### config.mk
export PLATFORM = sky130hd
export DESIGN_NAME = irq_msg_ctrl
export DESIGN_NICKNAME = d
export VERILOG_FILES = /design/src/rtl/imc_pkg.sv /design/src/rtl/imc_sync.sv /design/src/rtl/imc_pend.sv /design/src/rtl/imc_arb.sv /design/src/rtl/imc_regs.sv /design/src/rtl/irq_msg_ctrl.sv
export SDC_FILE = /design/constraint.sdc
export NUM_CORES = 2
export LEC_CHECK = 0
export BUFFER_PORTS_ARGS = -buffer_cell sky130_fd_sc_hd__buf_2
export CORE_MARGIN = 5
export CORE_UTILIZATION = 60
export CTS_BUF_LIST = sky130_fd_sc_hd__clkbuf_16
export DETAILED_ROUTE_END_ITERATION = 6
export MAX_ROUTING_LAYER = met4
export PLACE_DENSITY = 0.89
export SETUP_SLACK_MARGIN = 0.02
export SLEW_MARGIN = 0
export SYNTH_ARGS = -nofsm -noshare
export SYNTH_HDL_FRONTEND = slang
export SYNTH_SLANG_ARGS = --single-unit
### constraint.sdc
create_clock -name clk -period 4.93 [get_ports clk]
set_clock_uncertainty 0.15 [all_clocks]
set_input_delay 0.493 -clock clk [delete_from_list [all_inputs] [get_ports clk]]
set_output_delay 0.493 -clock clk [all_outputs]
set_load 0.02 [all_outputs]
### src/rtl/imc_pkg.sv
package imc_pkg;
  localparam int unsigned BUS_AW    = 12;
  localparam int unsigned WORD_BITS = 32;
  localparam int unsigned LANES     = WORD_BITS / 8;

  // Word register bases (each 32-line group adds 4 bytes)
  localparam logic [BUS_AW-1:0] OFS_MASK  = 12'h020;
  localparam logic [BUS_AW-1:0] OFS_MSGEN = 12'h040;
  localparam logic [BUS_AW-1:0] OFS_TRIG  = 12'h060;
  localparam logic [BUS_AW-1:0] OFS_CLR   = 12'h080;
  localparam logic [BUS_AW-1:0] OFS_AUXA  = 12'h0C0;
  localparam logic [BUS_AW-1:0] OFS_AUXB  = 12'h0E0;
  localparam logic [BUS_AW-1:0] OFS_POL   = 12'h3E0;

  // Byte table pages (address bits 11:8)
  localparam logic [3:0] PAGE_ROUTE = 4'h1;
  localparam logic [3:0] PAGE_VEC   = 4'h2;

  typedef enum logic [2:0] {
    SEL_NONE, SEL_MASK, SEL_MSGEN, SEL_TRIG, SEL_CLR, SEL_AUXA, SEL_AUXB, SEL_POL
  } wsel_e;
endpackage

### src/rtl/imc_sync.sv
module imc_sync #(
  parameter int unsigned WIDTH = 64
) (
  input  logic             clk,
  input  logic             rst,
  input  logic [WIDTH-1:0] d,
  output logic [WIDTH-1:0] q,
  output logic [WIDTH-1:0] q_prev
);
  logic [WIDTH-1:0] meta_q;

  always_ff @(posedge clk) begin
    if (rst) begin
      meta_q <= '0;
      q      <= '0;
      q_prev <= '0;
    end else begin
      meta_q <= d;
      q      <= meta_q;
      q_prev <= q;
    end
  end
endmodule

### src/rtl/imc_pend.sv
module imc_pend #(
  parameter int unsigned NUM_IN = 64,
  localparam int unsigned IDX_W = $clog2(NUM_IN)
) (
  input  logic              clk,
  input  logic              rst,
  input  logic [NUM_IN-1:0] irq_in,
  input  logic [NUM_IN-1:0] trig_sel,
  input  logic [NUM_IN-1:0] pol_sel,
  input  logic [NUM_IN-1:0] clr_pulse,
  input  logic              fire,
  input  logic [IDX_W-1:0]  fire_idx,
  output logic [NUM_IN-1:0] pending,
  output logic [NUM_IN-1:0] edge_status,
  output logic [NUM_IN-1:0] inserv
);
  logic [NUM_IN-1:0] lvl_s;
  logic [NUM_IN-1:0] lvl_prev;

  imc_sync #(.WIDTH(NUM_IN)) u_sync (
    .clk    (clk),
    .rst    (rst),
    .d      (irq_in),
    .q      (lvl_s),
    .q_prev (lvl_prev)
  );

  for (genvar n = 0; n < NUM_IN; n++) begin : g_line
    logic st_q;
    logic is_q;
    logic edge_hit;

    assign edge_hit = pol_sel[n] ? (~lvl_s[n] &  lvl_prev[n])
                                 : ( lvl_s[n] & ~lvl_prev[n]);

    // A fresh edge wins over a clear in the same cycle
    always_ff @(posedge clk) begin
      if (rst)                         st_q <= 1'b0;
      else if (trig_sel[n] && edge_hit) st_q <= 1'b1;
      else if (clr_pulse[n])           st_q <= 1'b0;
    end

    always_ff @(posedge clk) begin
      if (rst)                                   is_q <= 1'b0;
      else if (fire && fire_idx == IDX_W'(n))    is_q <= 1'b1;
      else if (clr_pulse[n])                     is_q <= 1'b0;
    end

    assign edge_status[n] = st_q;
    assign inserv[n]      = is_q;
    assign pending[n]     = trig_sel[n] ? st_q : (lvl_s[n] ^ pol_sel[n]);
  end

  // Service marks appear only after an accepted message
  assert_service_after_send_R10: assert property (@(posedge clk) disable iff (rst)
    ((inserv & ~$past(inserv)) != '0) |-> $past(fire));

  // Status only latches for lines in an edge mode
  assert_status_edge_only_R4: assert property (@(posedge clk) disable iff (rst)
    ((edge_status & ~$past(edge_status) & ~$past(trig_sel)) == '0));
endmodule

### src/rtl/imc_arb.sv
module imc_arb #(
  parameter int unsigned NUM_IN = 64,
  localparam int unsigned IDX_W = $clog2(NUM_IN)
) (
  input  logic                   clk,
  input  logic                   rst,
  input  logic [NUM_IN-1:0]      eligible,
  input  logic [NUM_IN-1:0][7:0] route_tab,
  input  logic [NUM_IN-1:0][7:0] vec_tab,
  input  logic                   msg_ready,
  output logic                   msg_valid,
  output logic [7:0]             msg_vector,
  output logic [7:0]             msg_route,
  output logic [IDX_W-1:0]       cur_idx,
  output logic                   fire
);
  logic [IDX_W-1:0] win;
  logic             any;

  always_comb begin
    win = '0;
    any = 1'b0;
    for (int i = NUM_IN - 1; i >= 0; i--) begin
      if (eligible[i]) begin
        win = IDX_W'(i);
        any = 1'b1;
      end
    end
  end

  assign fire = msg_valid & msg_ready;

  always_ff @(posedge clk) begin
    if (rst) begin
      msg_valid  <= 1'b0;
      msg_vector <= '0;
      msg_route  <= '0;
      cur_idx    <= '0;
    end else if (msg_valid) begin
      if (msg_ready) msg_valid <= 1'b0;
    end else if (any) begin
      msg_valid  <= 1'b1;
      cur_idx    <= win;
      msg_vector <= vec_tab[win];
      msg_route  <= route_tab[win];
    end
  end

  assert_hold_until_ready_R12: assert property (@(posedge clk) disable iff (rst)
    (msg_valid && !msg_ready) |=> (msg_valid && $stable(msg_vector) && $stable(msg_route)));

  assert_gap_after_accept_R10: assert property (@(posedge clk) disable iff (rst)
    fire |=> !msg_valid);
endmodule

### src/rtl/imc_regs.sv
module imc_regs
  import imc_pkg::*;
#(
  parameter int unsigned NUM_IN = 64,
  localparam int unsigned IDX_W = $clog2(NUM_IN),
  localparam int unsigned WORDS = NUM_IN / WORD_BITS
) (
  input  logic                   clk,
  input  logic                   rst,
  input  logic                   bus_valid,
  input  logic                   bus_write,
  input  logic [BUS_AW-1:0]      bus_addr,
  input  logic [WORD_BITS-1:0]   bus_wdata,
  input  logic [LANES-1:0]       bus_wstrb,
  output logic                   bus_rvalid,
  output logic [WORD_BITS-1:0]   bus_rdata,
  input  logic [NUM_IN-1:0]      edge_status,
  output logic [NUM_IN-1:0]      mask,
  output logic [NUM_IN-1:0]      msg_en,
  output logic [NUM_IN-1:0]      trig_sel,
  output logic [NUM_IN-1:0]      pol_sel,
  output logic [NUM_IN-1:0]      clr_pulse,
  output logic [NUM_IN-1:0][7:0] route_tab,
  output logic [NUM_IN-1:0][7:0] vec_tab
);
  logic [NUM_IN-1:0]    aux_a;
  logic [NUM_IN-1:0]    aux_b;
  wsel_e                kind;
  logic [2:0]           widx;
  logic                 ent_ok;
  logic                 hit_route;
  logic                 hit_vec;
  logic [IDX_W-1:0]     ent_base;
  logic                 wr_en;
  logic                 rd_en;
  logic [WORD_BITS-1:0] rd_word;
  logic                 unused_lane_bits;

  assign wr_en            = bus_valid & bus_write;
  assign rd_en            = bus_valid & ~bus_write;
  assign widx             = bus_addr[4:2];
  assign unused_lane_bits = ^bus_addr[1:0];
  assign ent_ok           = (bus_addr[7:IDX_W] == '0);
  assign ent_base         = {bus_addr[IDX_W-1:2], 2'b00};
  assign hit_route        = (bus_addr[11:8] == PAGE_ROUTE) && ent_ok;
  assign hit_vec          = (bus_addr[11:8] == PAGE_VEC) && ent_ok;

  always_comb begin
    case ({bus_addr[11:5], 5'd0})
      OFS_MASK:  kind = SEL_MASK;
      OFS_MSGEN: kind = SEL_MSGEN;
      OFS_TRIG:  kind = SEL_TRIG;
      OFS_CLR:   kind = SEL_CLR;
      OFS_AUXA:  kind = SEL_AUXA;
      OFS_AUXB:  kind = SEL_AUXB;
      OFS_POL:   kind = SEL_POL;
      default:   kind = SEL_NONE;
    endcase
    if (widx >= 3'(WORDS)) kind = SEL_NONE;
  end

  function automatic logic [WORD_BITS-1:0] word_of(input logic [NUM_IN-1:0] v,
                                                   input logic [2:0] w);
    word_of = '0;
    for (int i = 0; i < WORDS; i++)
      if (w == 3'(i)) word_of = v[i*WORD_BITS +: WORD_BITS];
  endfunction

  // Word registers with byte strobes
  always_ff @(posedge clk) begin
    if (rst) begin
      mask     <= '1;
      msg_en   <= '0;
      trig_sel <= '0;
      pol_sel  <= '0;
      aux_a    <= '0;
      aux_b    <= '0;
    end else if (wr_en && kind != SEL_NONE) begin
      for (int i = 0; i < WORDS; i++) begin
        for (int b = 0; b < LANES; b++) begin
          if (widx == 3'(i) && bus_wstrb[b]) begin
            case (kind)
              SEL_MASK:  mask    [i*WORD_BITS + b*8 +: 8] <= bus_wdata[b*8 +: 8];
              SEL_MSGEN: msg_en  [i*WORD_BITS + b*8 +: 8] <= bus_wdata[b*8 +: 8];
              SEL_TRIG:  trig_sel[i*WORD_BITS + b*8 +: 8] <= bus_wdata[b*8 +: 8];
              SEL_POL:   pol_sel [i*WORD_BITS + b*8 +: 8] <= bus_wdata[b*8 +: 8];
              SEL_AUXA:  aux_a   [i*WORD_BITS + b*8 +: 8] <= bus_wdata[b*8 +: 8];
              SEL_AUXB:  aux_b   [i*WORD_BITS + b*8 +: 8] <= bus_wdata[b*8 +: 8];
              default: ;
            endcase
          end
        end
      end
    end
  end

  // Byte tables: no reset, one byte per line
  always_ff @(posedge clk) begin
    if (wr_en) begin
      for (int b = 0; b < LANES; b++) begin
        if (bus_wstrb[b]) begin
          if (hit_route) route_tab[ent_base + IDX_W'(b)] <= bus_wdata[b*8 +: 8];
          if (hit_vec)   vec_tab  [ent_base + IDX_W'(b)] <= bus_wdata[b*8 +: 8];
        end
      end
    end
  end

  // Write-one-to-clear strobe, one cycle wide
  always_comb begin
    clr_pulse = '0;
    if (wr_en && kind == SEL_CLR) begin
      for (int i = 0; i < WORDS; i++)
        for (int b = 0; b < LANES; b++)
          if (widx == 3'(i) && bus_wstrb[b])
            clr_pulse[i*WORD_BITS + b*8 +: 8] = bus_wdata[b*8 +: 8];
    end
  end

  always_comb begin
    case (kind)
      SEL_MASK:  rd_word = word_of(mask, widx);
      SEL_MSGEN: rd_word = word_of(msg_en, widx);
      SEL_TRIG:  rd_word = word_of(trig_sel, widx);
      SEL_CLR:   rd_word = word_of(edge_status, widx);
      SEL_AUXA:  rd_word = word_of(aux_a, widx);
      SEL_AUXB:  rd_word = word_of(aux_b, widx);
      SEL_POL:   rd_word = word_of(pol_sel, widx);
      default:   rd_word = '0;
    endcase
    for (int b = 0; b < LANES; b++) begin
      if (hit_route) rd_word[b*8 +: 8] = route_tab[ent_base + IDX_W'(b)];
      if (hit_vec)   rd_word[b*8 +: 8] = vec_tab[ent_base + IDX_W'(b)];
    end
  end

  always_ff @(posedge clk) begin
    if (rst) begin
      bus_rvalid <= 1'b0;
      bus_rdata  <= '0;
    end else begin
      bus_rvalid <= rd_en;
      if (rd_en) bus_rdata <= rd_word;
    end
  end

  assert_reset_values_R1: assert property (@(posedge clk) disable iff (rst)
    $past(rst) |-> (mask == '1 && msg_en == '0 && trig_sel == '0 && pol_sel == '0));

  assert_read_latency_R2: assert property (@(posedge clk) disable iff (rst)
    rd_en |=> bus_rvalid);
endmodule

### src/rtl/irq_msg_ctrl.sv
module irq_msg_ctrl
  import imc_pkg::*;
#(
  parameter int unsigned NUM_IN = 64,
  localparam int unsigned IDX_W = $clog2(NUM_IN)
) (
  input  logic                 clk,
  input  logic                 rst,
  input  logic [NUM_IN-1:0]    irq_in,
  input  logic                 bus_valid,
  input  logic                 bus_write,
  input  logic [BUS_AW-1:0]    bus_addr,
  input  logic [WORD_BITS-1:0] bus_wdata,
  input  logic [LANES-1:0]     bus_wstrb,
  output logic                 bus_rvalid,
  output logic [WORD_BITS-1:0] bus_rdata,
  output logic                 msg_valid,
  input  logic                 msg_ready,
  output logic [7:0]           msg_vector,
  output logic [7:0]           msg_route
);
  logic [NUM_IN-1:0]      mask, msg_en, trig_sel, pol_sel, clr_pulse;
  logic [NUM_IN-1:0]      pending, edge_status, inserv, eligible, open_v;
  logic [NUM_IN-1:0][7:0] route_tab, vec_tab;
  logic [IDX_W-1:0]       cur_idx;
  logic                   fire;

  imc_regs #(.NUM_IN(NUM_IN)) u_regs (
    .clk         (clk),
    .rst         (rst),
    .bus_valid   (bus_valid),
    .bus_write   (bus_write),
    .bus_addr    (bus_addr),
    .bus_wdata   (bus_wdata),
    .bus_wstrb   (bus_wstrb),
    .bus_rvalid  (bus_rvalid),
    .bus_rdata   (bus_rdata),
    .edge_status (edge_status),
    .mask        (mask),
    .msg_en      (msg_en),
    .trig_sel    (trig_sel),
    .pol_sel     (pol_sel),
    .clr_pulse   (clr_pulse),
    .route_tab   (route_tab),
    .vec_tab     (vec_tab)
  );

  imc_pend #(.NUM_IN(NUM_IN)) u_pend (
    .clk         (clk),
    .rst         (rst),
    .irq_in      (irq_in),
    .trig_sel    (trig_sel),
    .pol_sel     (pol_sel),
    .clr_pulse   (clr_pulse),
    .fire        (fire),
    .fire_idx    (cur_idx),
    .pending     (pending),
    .edge_status (edge_status),
    .inserv      (inserv)
  );

  assign open_v   = ~mask & msg_en;
  assign eligible = pending & open_v & ~inserv;

  imc_arb #(.NUM_IN(NUM_IN)) u_arb (
    .clk        (clk),
    .rst        (rst),
    .eligible   (eligible),
    .route_tab  (route_tab),
    .vec_tab    (vec_tab),
    .msg_ready  (msg_ready),
    .msg_valid  (msg_valid),
    .msg_vector (msg_vector),
    .msg_route  (msg_route),
    .cur_idx    (cur_idx),
    .fire       (fire)
  );

  // The line on offer is never one already in service
  assert_no_resend_R10: assert property (@(posedge clk) disable iff (rst)
    msg_valid |-> !inserv[cur_idx]);

  // A new offer comes only from a line that was unmasked and enabled
  assert_open_source_R8: assert property (@(posedge clk) disable iff (rst)
    $rose(msg_valid) |-> ((($past(open_v) >> cur_idx) & NUM_IN'(1)) != '0));
endmodule

Word level (Yosys, flattened, before mapping). Index checks and enable logic that the tools add are counted.

Output and inout port bits: 50. Bits in registers: 1784. Input bits: 117. Logic and storage cells: 1604.

Magnitude comparators: 10. Reduce and logical (&&, ||, !) cells: 325. Mux-type cells: 543. Equal/unequal tests: 80. Add/sub/neg operators: 3. Bitwise logic cells: 330.

Operators with widths (number): two-way mux 512 bit (22); bitwise mux 512 bit (8); two-way mux 32 bit (14); two-way mux 1 bit (387); binary-select mux 8 bit (select 6 bit) (8); two-way mux 6 bit (64); nonzero test 2 bit (128); two-way mux 8 bit (30); one-hot mux 32 bit (7 select lines) (1); AND 64 bit (3); equality test 6 bit, second input constant (32); demux 8 bit (select 6 bit) (3); logical AND 1 bit (144); AND reduction 3 bit (48); AND 1 bit (131); NOT 1 bit (130); NOT 64 bit (2); equality test 6 x 5 -> 1 bit, second input constant (16); binary-select mux 8 bit (select 4 bit) (2); two-way mux 64 bit (1); XOR 1 bit (64); equality test 6 x 4 -> 1 bit, second input constant (8); less-than comparator 6 x 7 -> 1 bit, second input constant (5); demux 8 bit (select 4 bit) (1); 23 further kinds (39).

Longest topological paths before layout.
Depth after elaboration: 70. Mapped depth: 16. Mapped depth without buffers: 12.

Modules after synthesis. Synthesis repeated with hierarchy kept, for this count alone.

Cell total of the unflattened synthesis: 7731. Area total of the unflattened synthesis: 86752.0 um^2.

By module, submodules not included: imc_regs (cells each 4352, area an instance 60561.8 um^2, sequential area each 39097.5 um^2, instances 1); imc_arb (cells each 1968, area an instance 12156.7 um^2, sequential area each 460.4 um^2, instances 1); imc_pend (cells each 942, area an instance 8084.0 um^2, sequential area each 2562.5 um^2, instances 1); imc_sync (cells each 405, area an instance 5148.7 um^2, sequential area each 3843.7 um^2, instances 1); irq_msg_ctrl (cells each 64, area an instance 800.8 um^2, sequential area each 0.0 um^2, instances 1).

Least setup slack after synthesis. Ideal clock, no wire load.

Path kind: input to register. Start: in bus_addr[2]. End: reg u_regs.route_tab[488] in the netlist's numbering, enable pin. Path slack: 1.133 ns. Data required time: 4.410 ns. Cell stages on the path: 9. Library setup time: 0.370 ns. Buffers on the path: 7. Data arrival time: 3.276 ns. Cell sequence: clkbuf_1 -> clkbuf_1 -> buf_2 -> clkbuf_1 -> buf_2 -> buf_1 -> nand4_1 -> clkbuf_1 -> nor2_1.

RTL lines: from (decl) (RTL line irq_msg_ctrl.sv:12) `input logic [BUS_AW-1:0] bus_addr,`; to (signal, indexed assignment) (RTL line imc_regs.sv:102) `if (hit_route) route_tab[ent_base + IDX_W'(b)] <= bus_wdata[b*8 +: 8];`; to (decl) (RTL line imc_regs.sv:23) `output logic [NUM_IN-1:0][7:0] route_tab,`.

Worst setup path in the final report.
Start: reg u_regs.pol_sel[18]. End: reg u_arb.msg_route[5].

Cells in the longest elaborated chain, start to end: 25. Elaborated cells on any way between the ends: 45. Classes of those cells: 41 x mux; 3 x bitwise; 1 x reduce/logical.

Ends and longest elaborated chain: from (decl) (RTL line imc_regs.sv:21) `output logic [NUM_IN-1:0] pol_sel,`; from (signal, indexed assignment) (RTL line imc_regs.sv:86) `SEL_POL: pol_sel [i*WORD_BITS + b*8 +: 8] <= bus_wdata[b*8 +: 8];`; XOR 1 bit (*) (RTL line imc_pend.sv:51) `assign pending[n] = trig_sel[n] ? st_q : (lvl_s[n] ^ pol_sel[n]);`; two-way mux 1 bit (*) (RTL line imc_pend.sv:51); AND 64 bit (*) (2 in series) (RTL line irq_msg_ctrl.sv:63) `assign eligible = pending & open_v & ~inserv;`; two-way mux 6 bit (19 in series) (RTL line imc_arb.sv:24) `if (eligible[i]) begin`; binary-select mux 8 bit (select 6 bit) (RTL line imc_arb.sv:45) `msg_route <= route_tab[win];`; two-way mux 8 bit (not written as such) (RTL line imc_arb.sv:45); to (signal assigned) (RTL line imc_arb.sv:45); to (decl) (RTL line imc_arb.sv:13) `output logic [7:0] msg_route,`.

Every way passes the cells marked *; elsewhere a longest branch is shown, timed or not. The select of a mux whose other input is x is not followed. A chain may end at the register's enable or synchronous reset.

==> out/qor.yml <==
status: "finished with violations"
failed_checks: "design-rule violations, max-capacitance violations, max-slew violations, negative setup slack"
rsz0062_at_grt: "false"
fin_crit_sh: 1.02
path_class: "reg -> reg"
finalHoldViolCount: 0
drv_cap: 2
crit_arrival_ns: 5.60
p_total_uw: 31200
htree_levels: 4
synth-edff-count: 1024
worst_pin_slew_ns: 1.65
fin_crit_ns: 5.04
start_util: 0.601
core-area_um2: 137000
placed_cell_area_um2: 88100
yosys_register_bits: 1784
slew_headroom: -0.104
clk_latency_ns: 0.86
setup_viol: 5
power_density_nw_per_um2: 328
drtAntennaViolNets: 0
grt_pass1_wl_um: 471000
syn_to_final_growth_pct: 15.5
fmax_ghz: 0.198
maxSlewViolCount: 10
crit_top_cell: "buf_4"
start_kind: "flop"
port_buffers: 164
layout_common_cells: "nor2_1 (1035), edfxtp_1 (1024), dfxtp_1 (760)"
drt_iter0_drc: 14600
dr.pass1.iters: 7
ff2ff_setup_slack_ns: -0.11
crit_family: "compound AO/OA/AOI/OAI gates"
crit_buf_inv: 6
p_leak_uw: 0.0327
hold_class: "in -> reg"
critPathMaxStageDelay_ns: 0.57
cts_inserted_buffers: 178
die-area_um2: 145000
holdWs_ns: 0.0147
synth_cells: 6833
grt_usage: 0.465
synth_seq_area_share: 0.558
rows: 136
dpl.hpwl_um: 230000
final_common_cell: "nor2_1"
async_flop_share: 0
io_pins: 167
antenna_found_initial: 32
place_congestion: 1.12
clk_path_buf_depth: 3
fin_util: 0.694
wl_per_cell_um: 36.1
cp_max_fo: 22
synth_cell_types: 82
vias: 69300
postSynthNetCount: 6950
synth_warnings: 0
critPathSlowestCell: "o221ai_4"
drt_wl_total_um: 335000
die_x_um: 380
nNetsFinal: 7416
finalInstanceArea_um2: 95100
overflow: 0
grt_max_degree: 141
avgSynthCellArea_um2: 12.0
clock_sinks: 1784
layout_setup_ws_ns: -0.110
final_layout_size_suffix_gt1_frac: 0.202
cts_root_buf: "clkbuf_16"
post_drt_via_cell_ratio: 7.47
fp.dieH_um: 380
max-vdd-ir-drop_uv: 401
drc: 132
fill_cells: 9055
grt_pass1_vias: 66100
crit_path_end_kind: "flop"
path_cells: "xor2_1 > o211ai_1 > buf_4 > nand2_1 > a211oi_1 > buf_4 > o2111ai_2 > o221ai_4 > buf_4 > a21oi_4 > buf_12 > buf_4 > o221ai_1 > buf_4 > o221ai_1 > nor4_1 > a311oi_1"
synthFlopType: "edfxtp_1"
cp.required_ns: 5.49
cts_tree: "built"
netlist_area_um2: 82300
clkTransAtPathRegs_ns: 0.07
[registers in the layout (all words and copies together) (netlist names)]
signal                cells
u_regs.bus_rdata         32
u_arb.msg_valid           1
u_arb.cur_idx             6
u_pend.g_line.is_q       64
u_regs.vec_tab          512
u_arb.msg_route           8
u_regs.aux_b             64
u_pend.u_sync.meta_q     64
u_regs.trig_sel          64
u_pend.g_line.st_q       64
u_regs.aux_a             64
u_regs.bus_rvalid         1
u_arb.msg_vector          8
u_regs.route_tab        512
u_regs.pol_sel           64
u_pend.u_sync.q_prev     64
u_regs.mask              64
u_pend.u_sync.q          64
u_regs.msg_en            64
[synth_stat cells (40+ instances only)]
cell type	instances	share of area
a311oi_1	45	0.0048
a31oi_1	40	0.0030
clkbuf_1	387	0.018
a22oi_1	187	0.017
nand3_1	107	0.0065
nand2_1	454	0.021
buf_1	62	0.0028
dfxtp_1	760	0.18
mux4_2	361	0.099
mux2i_1	507	0.062
o221ai_1	126	0.013
buf_2	66	0.0040
edfxtp_1	1024	0.37
nand2b_1	79	0.0060
nor3_1	53	0.0032
a21oi_1	145	0.0088
nor2_1	1043	0.048
o21ai_0	205	0.012
or3_1	41	0.0031
xor2_1	64	0.0068
o211ai_1	115	0.010
nor2b_1	267	0.020
a211o_1	77	0.0082
mux2_2	89	0.012
nor3b_1	71	0.0065
[kinds of logic (layout without fill, tap and decap cells)]
kind of cell | count (synthesis) | count (layout) | share of synthesized area
AO/OA/AOI/OAI | 1255 | 1256 | 0.111
other | 0 | 34 | 0
flip-flops | 1784 | 1784 | 0.558
multiplexers | 961 | 961 | 0.173
AND/OR/NAND/NOR | 2233 | 2233 | 0.124
XOR/XNOR | 64 | 64 | 0.00681
buffers and inverters | 536 | 1152 | 0.0261
[final cells by class]
cell class,instances,area [µm²],area share
Clock buffer,179,4480,0.0471
Timing Repair Buffer,813,6360,0.0669
Tap cell,1794,2240,0.0236
Clock inverter,152,1480,0.0156
Inverter,8,30.0,0.000316
Antenna cell,34,85.1,0.000895
Sequential cell,1784,46000,0.483
Multi-Input combinational cell,4514,34400,0.362
[through the flow]
step                      setup slack, ns  std cells  TNS, ns
after floorplan                      1.13       6833        0
after global placement             0.0194       8824        0
after detailed placement           -0.173       8824   -0.173
after CTS                          0.0162       9234        0
after global routing              0.00971       9270        0
final                              -0.110       9278   -0.222
[worst paths after layout]
kind                            startpoint                   to  cells after the start
setup / recovery        u_regs.pol_sel[18]   u_arb.msg_route[5]                     17
hold / removal               bus_wdata[13]  u_regs.vec_tab[269]                      1
setup reg to reg        u_regs.pol_sel[18]   u_arb.msg_route[5]                     17
hold reg to reg   u_pend.u_sync.meta_q[55]  u_pend.u_sync.q[55]                      1
[repair_timing]
action	4_1_cts	5_1_grt
hold buffers	76	0
endpoints found under the setup margin	1	16
hold endpoints to repair	122	0
resized for setup	0	14
setup buffers	2	10
pin swaps	0	10
gates cloned	1	0
[where the power goes]
| group | switching, µW | internal [µW] | total, µW |
|---|---|---|---|
| combinational | 925 | 467 | 1390 |
| sequential | 59.3 | 15800 | 15800 |
| clock | 6170 | 7780 | 13900 |
| total | 7150 | 24000 | 31200 |
[metal layers]
| metal | GRT usage | wire [µm] |
|---|---|---|
| met5 | - | 0 |
| met4 | 0.405 | 41400 |
| met3 | 0.166 | 53500 |
| met2 | 0.651 | 139000 |
| met1 | 0.527 | 101000 |
[worst register-to-register path: stages, from the launching register on]
cell and delay (ns):
dfxtp_1 0.36, xor2_1 0.19, o211ai_1 0.40, buf_4 0.25, nand2_1 0.09, a211oi_1 0.21, buf_4 0.20, o2111ai_2 0.47
o221ai_4 0.58, buf_4 0.25, a21oi_4 0.11, buf_12 0.25, buf_4 0.26, o221ai_1 0.24, buf_4 0.18, o221ai_1 0.12
nor4_1 0.46, a311oi_1 0.17
(Power assumes the default switching activity.)
